File: src/rtl/usr_pkg.sv
package usr_pkg;
    typedef enum logic [1:0] {
        MODE_HOLD = 2'b00,
        MODE_UP   = 2'b01,
        MODE_DOWN = 2'b10,
        MODE_LOAD = 2'b11
    } usr_mode_e;
endpackage

File: src/rtl/usr_mode_dec.sv
module usr_mode_dec
    import usr_pkg::*;
(
    input  logic [1:0] sel,
    output usr_mode_e  mode
);
    always_comb begin
        unique case (sel)
            2'b00:   mode = MODE_HOLD;
            2'b01:   mode = MODE_UP;
            2'b10:   mode = MODE_DOWN;
            default: mode = MODE_LOAD;
        endcase
    end
endmodule

File: src/rtl/usr_next_state.sv
module usr_next_state
    import usr_pkg::*;
#(
    parameter int WIDTH = 4
) (
    input  usr_mode_e          mode,
    input  logic [WIDTH-1:0]   cur,
    input  logic               ser_up,
    input  logic               ser_down,
    input  logic [WIDTH-1:0]   par,
    output logic [WIDTH-1:0]   nxt
);
    localparam int TOP = WIDTH - 1;

    // one mux per stage; the end stages pick up the serial inputs
    for (genvar i = 0; i < WIDTH; i++) begin : g_stage
        logic from_below;
        logic from_above;
        if (i == 0) begin : g_low_end
            assign from_below = ser_up;
        end else begin : g_low_mid
            assign from_below = cur[i-1];
        end
        if (i == TOP) begin : g_high_end
            assign from_above = ser_down;
        end else begin : g_high_mid
            assign from_above = cur[i+1];
        end
        always_comb begin
            unique case (mode)
                MODE_HOLD: nxt[i] = cur[i];
                MODE_UP:   nxt[i] = from_below;
                MODE_DOWN: nxt[i] = from_above;
                default:   nxt[i] = par[i];
            endcase
        end
    end
endmodule

File: src/rtl/ushift_reg.sv
module ushift_reg
    import usr_pkg::*;
#(
    parameter int WIDTH = 4
) (
    input  logic             clk,
    input  logic             clr_n,
    input  logic [1:0]       sel,
    input  logic             ser_right_in,
    input  logic             ser_left_in,
    input  logic [WIDTH-1:0] par_in,
    output logic [WIDTH-1:0] q
);
    localparam int TOP = WIDTH - 1;

    typedef struct packed {
        logic [WIDTH-1:0] bits;
    } reg_state_t;

    reg_state_t       state_d, state_q;
    usr_mode_e        mode;
    logic [WIDTH-1:0] nxt_bits;

    usr_mode_dec u_dec (
        .sel  (sel),
        .mode (mode)
    );

    usr_next_state #(.WIDTH(WIDTH)) u_next (
        .mode     (mode),
        .cur      (state_q.bits),
        .ser_up   (ser_right_in),
        .ser_down (ser_left_in),
        .par      (par_in),
        .nxt      (nxt_bits)
    );

    always_comb begin
        state_d      = state_q;
        state_d.bits = nxt_bits;
    end

    always_ff @(posedge clk or negedge clr_n) begin
        if (!clr_n) state_q <= '0;
        else        state_q <= state_d;
    end

    assign q = state_q.bits;


    clear_zero_chk: assert property (@(posedge clk) !clr_n |-> (q == '0));


    hold_keep_chk: assert property (@(posedge clk) disable iff (!clr_n)
        (sel == 2'b00) |=> (q == $past(q)));


    up_shift_chk: assert property (@(posedge clk) disable iff (!clr_n)
        (sel == 2'b01) |=> (q[0] == $past(ser_right_in)) && (q[TOP:1] == $past(q[TOP-1:0])));


    down_shift_chk: assert property (@(posedge clk) disable iff (!clr_n)
        (sel == 2'b10) |=> (q[TOP] == $past(ser_left_in)) && (q[TOP-1:0] == $past(q[TOP:1])));


    load_copy_chk: assert property (@(posedge clk) disable iff (!clr_n)
        (sel == 2'b11) |=> (q == $past(par_in)));
endmodule

File: config.mk
export PLATFORM = sky130hd
export DESIGN_NAME = ushift_reg
export DESIGN_NICKNAME = d
export VERILOG_FILES = /design/src/rtl/usr_pkg.sv /design/src/rtl/usr_mode_dec.sv /design/src/rtl/usr_next_state.sv /design/src/rtl/ushift_reg.sv
export SDC_FILE = /design/constraint.sdc
export NUM_CORES = 1
export LEC_CHECK = 0
export ABC_AREA = 1
export BUFFER_PORTS_ARGS = -buffer_cell sky130_fd_sc_hd__buf_2
export CAP_MARGIN = 40
export CORE_AREA = 4 4 41 43
export CTS_BUF_LIST = sky130_fd_sc_hd__clkbuf_4 sky130_fd_sc_hd__clkbuf_8
export DETAILED_ROUTE_END_ITERATION = 7
export DIE_AREA = 0 0 45 47
export PLACE_DENSITY = 0.48
export SYNTH_ARGS = -nofsm -noshare
export SYNTH_HDL_FRONTEND = slang
export SYNTH_HIERARCHICAL = 1
export SYNTH_SLANG_ARGS = --single-unit
File: constraint.sdc
create_clock -name clk -period 1 [get_ports clk]
set_clock_uncertainty 0.15 [all_clocks]
set_input_delay 0.2 -clock clk [delete_from_list [all_inputs] [get_ports clk]]
set_output_delay 0.2 -clock clk [all_outputs]
set_load 0.03 [all_outputs]
==> out/qor.tcl, run 1 <==
set qor(number_of_buffers_added_on_ports) 13
set qor(syn-mean-instance-area_um2) 8.03
set qor(leading_cell_type_in_the_layout_fill_and_taps_excluded) {nand3_1}
set qor(areaGrowthSynthToFinish_pct) 56.8
set qor(post_dp_cell_area_um2) 303
set qor(fp.dieW_um) 45
set qor(power_per_cell_area_nw_per_um2) 1580
set qor(combinationalPowerShare) 0.342
set qor(timing.hold.worst.class) {primary input to flop}
set qor(cts_buffers) 3
set qor(setup_repair_after_global_routing_missed_its_margin) {yes}
set qor(finish.instance_area_um2) 390
set qor(die_h_um) 47
set qor(cp_slowest_stage_delay_ps) 400
set qor(antenna_found_initial) 0
set qor(timing.max_slew.rel_slack) 0.862
set qor(drc_errors) 0
set qor(insertion_delay_ps) 240
set qor(initialDrtViolationCount) 19
set qor(antenna_violating_nets_post_route) 0
set qor(cp_top_family) {flip-flops}
set qor(route.detailed.wl_per_inst_um) 11.8
set qor(gr-usage-all-layers) 0.0816
set qor(worst-endpoint-required_ps) 650
set qor(first_global_vias) 276
set qor(worst_slack_ps) -135
set qor(finalHoldViolCount) 0
set qor(fp.dieArea_um2) 2120
set qor(antenna-diode-count) 0
set qor(final.min_clock_period_ps) 1140
set qor(highest_fanout_seen_on_the_critical_path) 2
set qor(leakage_nw) 0.190
set qor(synth_nets) 41
set qor(timing_worst_slew_pin_value_ps) 206
set qor(initial_utilization) 0.191
set qor(coreArea_um2) 1300
set qor(detailroute.via_count) 292
set qor(final.period_utilization) 1.14
set qor(filler_cell_count) 143
set qor(end_kind) {output port}
set qor(detail_route.vias_per_cell) 4.63
set qor(internal_power_uw) 418
set qor(fraction_of_layout_cells_with_a_size_suffix_above_1) 0.479
set qor(irDropWorstVdd_v) 0.000629
set qor(finalNetCount) 60
set qor(cp.arrival_ps) 790
set qor(path_cells) {buf_6}
set qor(root_buffer) {clkbuf_4}
set qor(multi_input_area_um2) 111
set qor(globalplace.congestion) 0.743
set qor(fmaxAchievable_mhz) 881
set qor(dp_slack_ps) 53.1
set qor(ys_warn_count) 6
set qor(grt_first_pass_wirelength_um) 1120
set qor(clock_tree_from_tritoncts) {yes}
set qor(synthesis.instances) 31
set qor(finalMaxSlewViolations) 0
set qor(total_buffers_and_inverters_traversed_by_the_critical_path) 1
set qor(top_library_cells_by_usage_in_the_layout_fill_and_taps_aside) {nand3_1, buf_2}
set qor(area.sequential_um2) 100
set qor(totalWireLength_um) 744
set qor(final_setup_viols) 5
set qor(clock_sinks) 4
set qor(violated_checks) {setup timing}
set qor(maximum_number_of_pins_on_one_net_before_global_route_repair) 11
set qor(final_core_utilization) 0.300
set qor(maxCapViolations) 0
set qor(yosys_register_bits) 4
set qor(pin_count) 14
set qor(critical_path.startpoint_type) {flop}
set qor(worst_path_class_setup) {flop to output port}
set qor(overflow) 0
set qor(clkSlewWorstSetupHoldPaths_ps) 40
set qor(share_clk_of_total_power) 0.327
set qor(h_tree_levels) 1
set qor(cp_slowest_cell) {dfrtp_1}
set qor(clockBufferDepth) 2
set qor(synth_cell_types) 8
set qor(whs_ps) 73.4
set qor(core.rowCount) 13
set qor(largest_register_ff_count) 4
set qor(share_of_power_burned_in_registers) 0.331
set qor(proportion_of_synthesized_chip_area_in_sequential_cells) 0.402
set qor(p_sw_uw) 197
set qor(netSwitchingFraction) 0.320
set qor(result_of_the_run) {complete, but fails checks}
set qor(drt-pass1-iter-count) 4
set qor(syn_area_um2) 249
[per-layer routing]
| metal | wire length [µm] | up-vias | GRT usage |
|---|---|---|---|
| met5 | 0 | - | 0 |
| li1 | - | 145 | - |
| met3 | 62 | 5 | 0.0345 |
| met1 | 306 | 123 | 0.0892 |
| met4 | 38 | 0 | 0.0877 |
| met2 | 337 | 19 | 0.113 |
[power by group through the flow]
stage | combinational [mW] | sequential, mW | clock (mW)
CTS | 0.199 | 0.202 | 0.216
global placement | 0.140 | 0.206 | 0
finish | 0.210 | 0.204 | 0.201
detailed placement | 0.139 | 0.206 | 0
floorplan | 0.0544 | 0.248 | 0
global route | 0.222 | 0.204 | 0.226
[cells in the mapped netlist]
| library cell | instances | area, µm² |
|---|---|---|
| nand3_1 | 12 | 60.1 |
| dfrtp_1 | 4 | 100 |
| nand2_1 | 4 | 15.0 |
| nand4_1 | 4 | 25.0 |
| buf_6 | 2 | 22.5 |
| clkbuf_1 | 2 | 7.51 |
| inv_2 | 2 | 7.51 |
| nor2_4 | 1 | 11.3 |
[per-stage QoR]
step | power [mW] | std cells | setup TNS [ps]
finish | 0.615 | 63 | -497
floorplan | 0.302 | 31 | 0
global placement | 0.346 | 55 | 0
detailed placement | 0.345 | 55 | 0
global route | 0.653 | 63 | -631
CTS | 0.617 | 62 | -516
[final timing paths]
check | startpoint | to | slack [ps] | cells after the start
max in group asynchronous | clr_n | q[3] | 410 | 2
min in group asynchronous | clr_n | q[0] | 160 | 2
min | par_in[0] | q[0] | 70 | 3
max | q[1] | q[1] | -140 | 1
min reg2reg | q[0] | q[0] | 460 | 3
max reg2reg | q[1] | q[2] | -20 | 3
[cell type report]
| type | count | share of cell area |
|---|---|---|
| timing repair buffer | 18 | 0.333 |
| clock buffer | 3 | 0.0577 |
| sequential | 4 | 0.256 |
| inverter | 2 | 0.0192 |
| tap | 15 | 0.0481 |
| multi-input combinational | 21 | 0.285 |
[kinds of logic after synthesis]
group / Yosys count / synth area share
buffers and inverters: 6 / 0.151
DFF: 4 / 0.402
and+or+nand+nor: 21 / 0.447
[repair_timing]
item                                   CTS  global route
gates resized for setup                  8             0
setup buffers                            3             1
endpoints found under the hold margin    4             0
pin swaps                                0             1
setup endpoints to repair                4             7
hold buffers                             1             0
Note: power is estimated with default switching activity, not from simulation.
==> run 2: changes to the inputs <==
SETUP_SLACK_MARGIN = 0.2   (was not set)
==> run 2 against run 1 <==
  * Sequential power is essentially flat
  * Maximum frequency grew 1.7%
  * Clock power shrank 5%
  * Largest cell class is now multi-input combinational cells
  * The flow still finishes with violations (setup timing)
  * Utilization grew 4.3 points
==> out/qor.tcl, run 2 (synthesis results as in run 1) <==
set qor(result_of_the_run) {complete, but fails checks} ;# unchanged
set qor(violated_checks) {setup timing} ;# unchanged
set qor(hold_path_depth) 3 ;# unchanged
set qor(maximum_number_of_pins_on_one_net_before_global_route_repair) 11 ;# unchanged
set qor(timing_worst_slew_pin_value_ps) 269 ;# was 206 ps
set qor(finalNetCount) 61 ;# was 60
set qor(antenna_violating_nets_post_route) 0 ;# unchanged
set qor(clock_sinks) 4 ;# unchanged
set qor(timing.hold.worst.class) {primary input to flop} ;# unchanged
set qor(coreArea_um2) 1300 ;# unchanged
set qor(timing.max_slew.rel_slack) 0.821 ;# was 0.862
set qor(worst_path_class_setup) {flop to output port} ;# unchanged
set qor(top_library_cells_by_usage_in_the_layout_fill_and_taps_aside) {buf_2, nand3_2, buf_6, nand3_1} ;# was nand3_1, buf_2
set qor(final.min_clock_period_ps) 1120 ;# was 1140 ps
set qor(gr-usage-all-layers) 0.0761 ;# was 0.0816
set qor(core.rowCount) 13 ;# unchanged
set qor(areaGrowthSynthToFinish_pct) 79.4 ;# was 56.8%
set qor(largest_register_ff_count) 4 ;# unchanged
set qor(cp_top_family) {flip-flops} ;# unchanged
set qor(maxCapViolations) 0 ;# unchanged
set qor(cp_slowest_cell) {dfrtp_2} ;# was dfrtp_1
set qor(critical_path.startpoint_type) {flop} ;# unchanged
set qor(timing.reg2reg.worst_path_depth) 4 ;# was 3
set qor(post_dp_cell_area_um2) 348 ;# was 303 µm²
set qor(cts_buffers) 3 ;# unchanged
set qor(leakage_nw) 0.198 ;# was 0.190 nW
set qor(insertion_delay_ps) 230 ;# was 240 ps
set qor(leading_cell_type_in_the_layout_fill_and_taps_excluded) {buf_2} ;# was nand3_1
set qor(detailroute.via_count) 273 ;# was 292
set qor(root_buffer) {clkbuf_4} ;# unchanged
set qor(fp.dieArea_um2) 2120 ;# unchanged
set qor(post-place-cells) 55 ;# unchanged
set qor(drt-pass1-iter-count) 3 ;# was 4
set qor(finalMaxSlewViolations) 0 ;# unchanged
set qor(setup_tns_ps) -649 ;# was -497 ps
set qor(total_buffers_and_inverters_traversed_by_the_critical_path) 1 ;# unchanged
set qor(end_kind) {output port} ;# unchanged
set qor(die_h_um) 47 ;# unchanged
set qor(finish.instance_area_um2) 447 ;# was 390 µm²
set qor(clock_tree_from_tritoncts) {yes} ;# unchanged
set qor(globalplace.congestion) 0.679 ;# was 0.743
set qor(cp_slowest_stage_delay_ps) 400 ;# about the same
set qor(fraction_of_layout_cells_with_a_size_suffix_above_1) 0.714 ;# was 0.479
set qor(finalHoldViolCount) 0 ;# unchanged
set qor(route.detailed.wl_per_inst_um) 10.3 ;# was 11.8 µm
set qor(h_tree_levels) 1 ;# unchanged
set qor(final_setup_viols) 7 ;# was 5
set qor(regToRegSetupSlack_ps) -80 ;# was -20 ps
set qor(clockBufferDepth) 2 ;# unchanged
set qor(stdcell_count) 64 ;# was 63
set qor(min_delay_worst_endpoint) {q[3]} ;# was q[0]
set qor(cp.arrival_ps) 770 ;# was 790 ps
set qor(worst-endpoint-required_ps) 650 ;# about the same
set qor(clkSlewWorstSetupHoldPaths_ps) 30 ;# was 40 ps
set qor(setup_repair_after_global_routing_missed_its_margin) {yes} ;# unchanged
set qor(grt_first_pass_wirelength_um) 1110 ;# was 1120 µm
set qor(antenna-diode-count) 0 ;# unchanged
set qor(first_global_vias) 313 ;# was 276
set qor(worst_slack_ps) -116 ;# was -135 ps
set qor(drc_errors) 0 ;# unchanged
set qor(power_per_cell_area_nw_per_um2) 1410 ;# was 1580 nW/µm²
set qor(irDropWorstVdd_v) 0.000583 ;# was 0.000629 V
set qor(fmaxAchievable_mhz) 896 ;# was 881 MHz
set qor(final.period_utilization) 1.12 ;# was 1.14
set qor(dp_slack_ps) -2.47 ;# was 53.1 ps
set qor(totalWireLength_um) 656 ;# was 744 µm
set qor(regToRegStartpoint) {q[2]} ;# was q[1]
set qor(initialDrtViolationCount) 4 ;# was 19
set qor(pin_count) 14 ;# unchanged
set qor(fp.dieW_um) 45 ;# unchanged
set qor(worstHoldStart) {ser_left_in} ;# was par_in[0]
set qor(path_cells) {buf_6} ;# unchanged
set qor(highest_fanout_seen_on_the_critical_path) 2 ;# unchanged
set qor(r2r_end) {q[1]} ;# was q[2]
set qor(number_of_buffers_added_on_ports) 13 ;# unchanged
set qor(antenna_found_initial) 0 ;# unchanged
set qor(total_power_uw) 632 ;# was 615 µW
set qor(detail_route.vias_per_cell) 4.27 ;# was 4.63
set qor(initial_utilization) 0.191 ;# unchanged
set qor(overflow) 0 ;# unchanged
-- run 2: cell count changes in the layout (fill, tap and decap cells not counted), moves of 2 or more --
cell     delta
inv_2       -2
dfrtp_2     +4
inv_4       +2
nand3_1     -7
dfrtp_1     -4
nand3_2     +7
-- run 2: through the flow --
| step | hold slack (ps) | utilization |
|---|---|---|
| 2_1_floorplan | -246 | - |
| 3_3_place_gp | -141 | 0.267 |
| 3_5_place_dp | -143 | 0.267 |
| 4_1_cts | 87.6 | 0.335 |
| 5_1_grt | 107 | 0.343 |
| 6_report | 91.4 | 0.343 |
-- run 2: worst max path at each step --
stage,end,from,cells past startpoint,slack [ps]
2_1_floorplan,q[1],q[2],2,100
3_3_place_gp,q[1],sel[0],4,-10
3_5_place_dp,q[3],sel[0],4,-2
4_1_cts,q[1],q[1],1,-140
5_1_grt,q[2],q[2],1,-150
6_report,q[2],q[2],1,-120
-- run 2: where the power goes --
part	switching, mW	internal (mW)	total (mW)
sequential	0.0156	0.189	0.204
clock	0.0566	0.134	0.190
combinational	0.123	0.114	0.237
total	0.195	0.437	0.632
-- run 2: per-layer routing --
layer / up-vias / GRT usage / wire [µm]
li1: 145 / - / -
met1: 124 / 0.0736 / 266
met2: 4 / 0.130 / 364
met3: 0 / 0.0115 / 25
met4: 0 / 0.0877 / 0
met5: - / 0 / 0
-- run 2: what timing repair did --
action	4_1_cts	5_1_grt
hold buffers	1	0
pin swaps	0	1
gates resized for setup	8	1
hold endpoints to repair	4	0
setup endpoints to repair	8	8
setup buffers	4	1
-- run 2: area by class of cell --
cell class / count / area [µm²]
sequential: 4 / 105
fill: 139 / 855
multi-input combinational: 21 / 146
clock buffer: 3 / 22.5
inverter: 2 / 12.5
tap: 15 / 18.8
timing repair buffer: 19 / 141
